**config.mk**
```make
export PLATFORM = sky130hd
export DESIGN_NAME = dmaCascadeRouter
export DESIGN_NICKNAME = d
export VERILOG_FILES = /design/src/rtl/dmaRoutePkg.sv /design/src/rtl/dmaRouteCtl.sv /design/src/rtl/dmaRouteDp.sv /design/src/rtl/dmaCascadeRouter.sv
export SDC_FILE = /design/constraint.sdc
export NUM_CORES = 1
export LEC_CHECK = 0
export ABC_AREA = 1
export BUFFER_PORTS_ARGS = -buffer_cell sky130_fd_sc_hd__buf_2
export CORE_MARGIN = 5
export CORE_UTILIZATION = 45
export CTS_CLUSTER_SIZE = 10
export DETAILED_ROUTE_END_ITERATION = 16
export PLACE_DENSITY_LB_ADDON = 0.1
export REMOVE_ABC_BUFFERS = 1
export SLEW_MARGIN = 0
export SYNTH_ARGS = -nofsm -noshare
export SYNTH_HDL_FRONTEND = slang
export SYNTH_SLANG_ARGS = --single-unit
```
**constraint.sdc**
```tcl
create_clock -name clk -period 2.9 [get_ports clk]
set_clock_uncertainty 0.15 [all_clocks]
set_input_delay 0.87 -clock clk [delete_from_list [all_inputs] [get_ports clk]]
set_output_delay 0.87 -clock clk [all_outputs]
set_load 0.02 [all_outputs]
```
**src/rtl/dmaRoutePkg.sv**
```systemverilog
package dmaRoutePkg;
  parameter int LOCAL_CH = 4;
  parameter int COUNT_W  = 16;

  localparam int SYS_CH  = 2 * LOCAL_CH;
  localparam int CH_W    = $clog2(SYS_CH);
  localparam int LOC_W   = CH_W - 1;
  localparam int BYTES_W = COUNT_W + 2;
  localparam int CASCADE = LOCAL_CH;

  typedef struct packed {
    logic accept;    // write passes every rule
    logic reject;    // write fails a rule
    logic dropChan;  // rejected write on a real channel: disable it
    logic wide;      // target is a 16-bit channel
  } ctlStrobes_t;
endpackage

```
**src/rtl/dmaRouteCtl.sv**
```systemverilog
module dmaRouteCtl
  import dmaRoutePkg::*;
(
  input  logic               clk,
  input  logic               rstN,
  input  logic               cfgWr,
  input  logic [CH_W-1:0]    cfgChan,
  input  logic [BYTES_W-1:0] cfgBytes,
  output ctlStrobes_t        strb
);
  localparam logic [BYTES_W-1:0] NARROW_MAX = BYTES_W'(1) << COUNT_W;
  localparam logic [BYTES_W-1:0] WIDE_MAX   = BYTES_W'(1) << (COUNT_W + 1);
  localparam logic [CH_W-1:0]    CASC_CH    = CH_W'(CASCADE);

  logic isCascade, isWide, oddWide, zeroLen, tooBig, badCfg;

  always_comb begin
    isCascade = (cfgChan == CASC_CH);
    isWide    = cfgChan[CH_W-1] && !isCascade;
    oddWide   = isWide && cfgBytes[0];
    zeroLen   = (cfgBytes == '0);
    tooBig    = isWide ? (cfgBytes > WIDE_MAX) : (cfgBytes > NARROW_MAX);
    badCfg    = isCascade || oddWide || zeroLen || tooBig;

    strb.accept   = cfgWr && !badCfg;
    strb.reject   = cfgWr && badCfg;
    strb.dropChan = cfgWr && badCfg && !isCascade;
    strb.wide     = isWide;
  end


  cascade_block_chk: assert property (@(posedge clk) disable iff (!rstN)
    (cfgWr && cfgChan == CASC_CH) |-> (strb.reject && !strb.accept && !strb.dropChan));


  odd_wide_chk: assert property (@(posedge clk) disable iff (!rstN)
    (cfgWr && cfgChan > CASC_CH && cfgBytes[0]) |-> !strb.accept);


  zero_len_chk: assert property (@(posedge clk) disable iff (!rstN)
    (cfgWr && cfgBytes == '0) |-> strb.reject);
endmodule

```
**src/rtl/dmaRouteDp.sv**
```systemverilog
module dmaRouteDp
  import dmaRoutePkg::*;
(
  input  logic                 clk,
  input  logic                 rstN,
  input  ctlStrobes_t          strb,
  input  logic [CH_W-1:0]      cfgChan,
  input  logic [COUNT_W:0]     cfgBytesLo,
  output logic                 progWr,
  output logic                 progCtrl,
  output logic [LOC_W-1:0]     progLocal,
  output logic [COUNT_W-1:0]   progCount,
  output logic [1:0]           progStep,
  output logic                 cfgErr,
  input  logic [SYS_CH-1:0]    sysReq,
  output logic [SYS_CH-1:0]    sysAck,
  output logic [LOCAL_CH-1:0]  secDreq,
  input  logic [LOCAL_CH-1:0]  secDack,
  input  logic                 secHoldReq,
  output logic                 secHoldAck,
  output logic [LOCAL_CH-1:0]  priDreq,
  input  logic [LOCAL_CH-1:0]  priDack
);
  logic [SYS_CH-1:0]  chanEn;
  logic [COUNT_W-1:0] cycM1;

  // Word channels count bus cycles of two bytes each.
  always_comb begin
    if (strb.wide) cycM1 = cfgBytesLo[COUNT_W:1] - COUNT_W'(1);
    else           cycM1 = cfgBytesLo[COUNT_W-1:0] - COUNT_W'(1);
  end

  always_ff @(posedge clk) begin
    if (!rstN) begin
      chanEn    <= '0;
      progWr    <= 1'b0;
      progCtrl  <= 1'b0;
      progLocal <= '0;
      progCount <= '0;
      progStep  <= 2'd0;
      cfgErr    <= 1'b0;
    end else begin
      progWr <= strb.accept;
      if (strb.accept) begin
        chanEn[cfgChan] <= 1'b1;
        progCtrl        <= strb.wide;
        progLocal       <= cfgChan[LOC_W-1:0];
        progCount       <= cycM1;
        progStep        <= strb.wide ? 2'd2 : 2'd1;
        cfgErr          <= 1'b0;
      end else if (strb.reject) begin
        cfgErr <= 1'b1;
        if (strb.dropChan) chanEn[cfgChan] <= 1'b0;
      end
    end
  end

  assign secHoldAck = priDack[0];

  for (genvar k = 0; k < LOCAL_CH; k++) begin : g_route
    assign secDreq[k] = sysReq[k] & chanEn[k];
    assign sysAck[k]  = secDack[k] & priDack[0] & chanEn[k];
    if (k == 0) begin : g_casc
      assign priDreq[k]           = secHoldReq;
      assign sysAck[LOCAL_CH + k] = 1'b0;
    end else begin : g_high
      assign priDreq[k]           = sysReq[LOCAL_CH + k] & chanEn[LOCAL_CH + k];
      assign sysAck[LOCAL_CH + k] = priDack[k] & chanEn[LOCAL_CH + k];
    end
  end


  low_ack_chk: assert property (@(posedge clk) disable iff (!rstN)
    (|sysAck[LOCAL_CH-1:0]) |-> priDack[0]);


  reject_flag_chk: assert property (@(posedge clk) disable iff (!rstN)
    strb.reject |=> (cfgErr && !progWr));


  hold_err_chk: assert property (@(posedge clk) disable iff (!rstN)
    !(strb.accept || strb.reject) |=> $stable(cfgErr));


  wide_step_chk: assert property (@(posedge clk) disable iff (!rstN)
    (strb.accept && strb.wide) |=> (progWr && progCtrl && progStep == 2'd2));


  cascade_pass_chk: assert property (@(posedge clk) disable iff (!rstN)
    (priDreq[0] == secHoldReq) && (secHoldAck == priDack[0]));
endmodule

```
**src/rtl/dmaCascadeRouter.sv**
```systemverilog
module dmaCascadeRouter
  import dmaRoutePkg::*;
(
  input  logic                clk,
  input  logic                rstN,
  input  logic                cfgWr,
  input  logic [CH_W-1:0]     cfgChan,
  input  logic [BYTES_W-1:0]  cfgBytes,
  output logic                progWr,
  output logic                progCtrl,
  output logic [LOC_W-1:0]    progLocal,
  output logic [COUNT_W-1:0]  progCount,
  output logic [1:0]          progStep,
  output logic                cfgErr,
  input  logic [SYS_CH-1:0]   sysReq,
  output logic [SYS_CH-1:0]   sysAck,
  output logic [LOCAL_CH-1:0] secDreq,
  input  logic [LOCAL_CH-1:0] secDack,
  input  logic                secHoldReq,
  output logic                secHoldAck,
  output logic [LOCAL_CH-1:0] priDreq,
  input  logic [LOCAL_CH-1:0] priDack
);
  ctlStrobes_t strb;

  dmaRouteCtl ctl_i (
    .clk      (clk),
    .rstN     (rstN),
    .cfgWr    (cfgWr),
    .cfgChan  (cfgChan),
    .cfgBytes (cfgBytes),
    .strb     (strb)
  );

  dmaRouteDp dp_i (
    .clk        (clk),
    .rstN       (rstN),
    .strb       (strb),
    .cfgChan    (cfgChan),
    .cfgBytesLo (cfgBytes[COUNT_W:0]),
    .progWr     (progWr),
    .progCtrl   (progCtrl),
    .progLocal  (progLocal),
    .progCount  (progCount),
    .progStep   (progStep),
    .cfgErr     (cfgErr),
    .sysReq     (sysReq),
    .sysAck     (sysAck),
    .secDreq    (secDreq),
    .secDack    (secDack),
    .secHoldReq (secHoldReq),
    .secHoldAck (secHoldAck),
    .priDreq    (priDreq),
    .priDack    (priDack)
  );
endmodule

```
==> impl_metrics.env <==
export IMPL_fin_crit_ns=2.36
export IMPL_rsz0062_at_grt="false"
export IMPL_cts_resized=0
export IMPL_internal_power_uw=775
export IMPL_route_vias_total=2269
export IMPL_core_area_um2=4410
export IMPL_ioPinCount=81
export IMPL_pwr_share_seq=0.382
export IMPL_die_area_um2=6060
export IMPL_postPlaceCellArea_um2=2450
export IMPL_max_freq_mhz=423
export IMPL_endpoint_kind="flop"
export IMPL_synth_ff_type="dfxtp_1"
export IMPL_hold_violations=0
export IMPL_ant_nets=0
export IMPL_worst_r2r_setup_slack_ns=2.09
export IMPL_holdPathEnd="dp_i.progCount[3]"
export IMPL_netlist_top_cells_count="161 x nand2_1, 37 x inv_1, 32 x nor2_1, 29 x dfxtp_1, 25 x nand3_1"
export IMPL_syn2layout_area_growth_pct=24.0
export IMPL_yosys_area_share_adder=0.00604
export IMPL_dp_hpwl_um=4340
export IMPL_synth_seq_cells=29
export IMPL_leakagePower_uw=0.00153
export IMPL_combPwrFrac=0.219
export IMPL_first_global_vias=2038
export IMPL_ir_drop_v=0.000321
export IMPL_cts_tree="yes"
export IMPL_syn_area_um2=2070
export IMPL_start_kind="input pin"
export IMPL_gp_congestion=0.886
export IMPL_dr_first_iter_drc_count=127
export IMPL_cp_arrival_ns=2.39
export IMPL_insertion_delay_ns=0.28
export IMPL_p_switching_uw=319
export IMPL_synth_top_area_frac=0.291
export IMPL_die_h_um=77.9
export IMPL_fp_dieW_um=77.9
export IMPL_synth_xor_area_share=0.0211
export IMPL_fillers=447
export IMPL_cts_made_buffers=5
export IMPL_dr_pass1_iters=4
export IMPL_setup_tns_final_ns=0
export IMPL_ff_latch_area_um2=581
export IMPL_viasPerCell=4.71
export IMPL_async_flop_share=0
export IMPL_rr_worst_depth=2
export IMPL_hp_class="flop to flop"
export IMPL_synth_top_family_by_area="simple AND/OR/NAND/NOR gates"
export IMPL_powerDensity_nw_per_um2=425
export IMPL_grt_antenna_before_repair=0
export IMPL_fp_row_count=24
export IMPL_muxShareOfSynthArea=0
export IMPL_slew_viol_final=0
export IMPL_finalNetCount=471
export IMPL_gr_total_overflow=0
export IMPL_multi_input_area_um2=1230
export IMPL_cts_buffer_depth=2
export IMPL_clk_root_buffer_cell="clkbuf_8"
export IMPL_synth_compound_area_frac=0.0676
export IMPL_crit_type="input pin to flop"
export IMPL_grt_max_degree=20
export IMPL_postLayoutCellArea_um2=2570
export IMPL_drt_wl_total_um=5430
export IMPL_path_max_fanout=9
export IMPL_track_usage=0.179
export IMPL_initial_core_util=0.470
export IMPL_grt_pass1_wl_um=8920
export IMPL_postCtsHoldBufs=0
export IMPL_p_sw_frac=0.292
export IMPL_cp_required_ns=2.92
export IMPL_synth_warnings=0
export IMPL_clkPwrFrac=0.399
export IMPL_htreeDepth=2
export IMPL_syn_area_per_cell_um2=5.89
export IMPL_finalCritPeriodShare=0.814
export IMPL_synth_edf_count=0
export IMPL_seq_area_frac_synth=0.280
export IMPL_synth_area_leaders="nand2_1 29%, dfxtp_1 28%, inv_1 6.7%, nand3_1 6.0%, nor2_1 5.8%"
export IMPL_hold_depth=2
export IMPL_status="finished, final reports clean"
export IMPL_maxCapViolations=0
export IMPL_setup_viol=0
export IMPL_drc=0
export IMPL_postCtsSetupBuffers=0
export IMPL_syn_inst=352
export IMPL_wl_per_cell_um=11.3
export IMPL_yosysMostFrequentCell="nand2_1"
export IMPL_min_from="dp_i.progCount[3]"
export IMPL_synth_top_area_cell="nand2_1"
export IMPL_cts_sinks=29
export IMPL_post_route_cells_drive_above_1_share=0.249
export IMPL_synth_simple_area_share=0.495
export IMPL_ys_types=28
export IMPL_path_clk_slew_ns=0.06
export IMPL_antennaDiodeCount=0
export IMPL_port_buffers=76
==> worst max-delay path, cell delays in order <==
cell     delay (ns)
buf_2          0.17
nor2_2         0.07
nor2_4         0.19
nand2_1        0.08
nand2_1        0.13
ha_1           0.28
nand3_4        0.13
nor2_4         0.20
nand3_1        0.10
nand3_1        0.10
nand2_1        0.06
==> power by group through the flow <==
stage	combinational (µW)	sequential, µW	clock [µW]
2_1_floorplan	137	439	0
3_3_place_gp	236	426	0
3_5_place_dp	240	427	0
4_1_cts	241	418	448
5_1_grt	269	420	471
6_report	240	418	436
==> per-stage QoR <==
| step | setup slack (ns) | total power [µW] | std cells | util | hold slack, ns |
|---|---|---|---|---|---|
| final | 0.538 | 1090 | 482 | 0.582 | 0.287 |
| after global routing | 0.393 | 1160 | 482 | 0.582 | 0.312 |
| after CTS | 0.551 | 1110 | 482 | 0.582 | 0.293 |
| after detailed placement | 0.259 | 667 | 474 | 0.556 | 0.277 |
| after global placement | 0.297 | 663 | 474 | 0.556 | 0.273 |
| after floorplan | 0.242 | 576 | 338 | - | 0.375 |
==> cells in the final DEF, fill, tap and decap left out, drive strengths merged <==
cell and count:
bufinv 1, xor2 4, conb 1, nor3 4
dfxtp 29, clkbuf 7, o21bai 1, nand3 27
inv 38, nand4 4, o21ai 16, ha 1
xnor2 1, a21oi 9, nand2 165, buf 84
nor2 38
==> worst max path at each step <==
stage / startpoint / endpoint / slack, ns / cells past startpoint
4_1_cts: cfgChan[1] / dp_i.progCount[12] / 0.55 / 11
2_1_floorplan: cfgChan[0] / dp_i.progCount[8] / 0.24 / 9
5_1_grt: cfgChan[1] / dp_i.progCount[12] / 0.39 / 11
3_5_place_dp: cfgChan[1] / dp_i.progCount[12] / 0.26 / 11
6_report: cfgChan[1] / dp_i.progCount[12] / 0.54 / 11
3_3_place_gp: cfgChan[1] / dp_i.progCount[8] / 0.30 / 11
==> kinds of logic (layout without fill, tap and decap cells) <==
group	count (synthesis)	after routing
compound gates	26	26
simple gates	238	238
xor+xnor	5	5
flops	29	29
fa+ha+maj	1	1
other cells	1	1
buf+inv	52	130
==> layer usage <==
metal  track usage  up-vias  routed length [µm]
met3        0.0556        6                 433
met2         0.316       66                2680
li1              -     1229                   -
met4        0.0481        0                  55
met5             0        -                   0
met1         0.206      968                2260
==> layout make-up <==
class / instances / share of cell area
clock buffers: 7 / 0.0336
well taps: 52 / 0.0253
clock inverters: 1 / 0.0117
inverters: 38 / 0.0555
multi-input cells: 271 / 0.477
repair buffers: 84 / 0.171
flip-flops and latches: 29 / 0.226
Power figures use the tool's default switching activity.
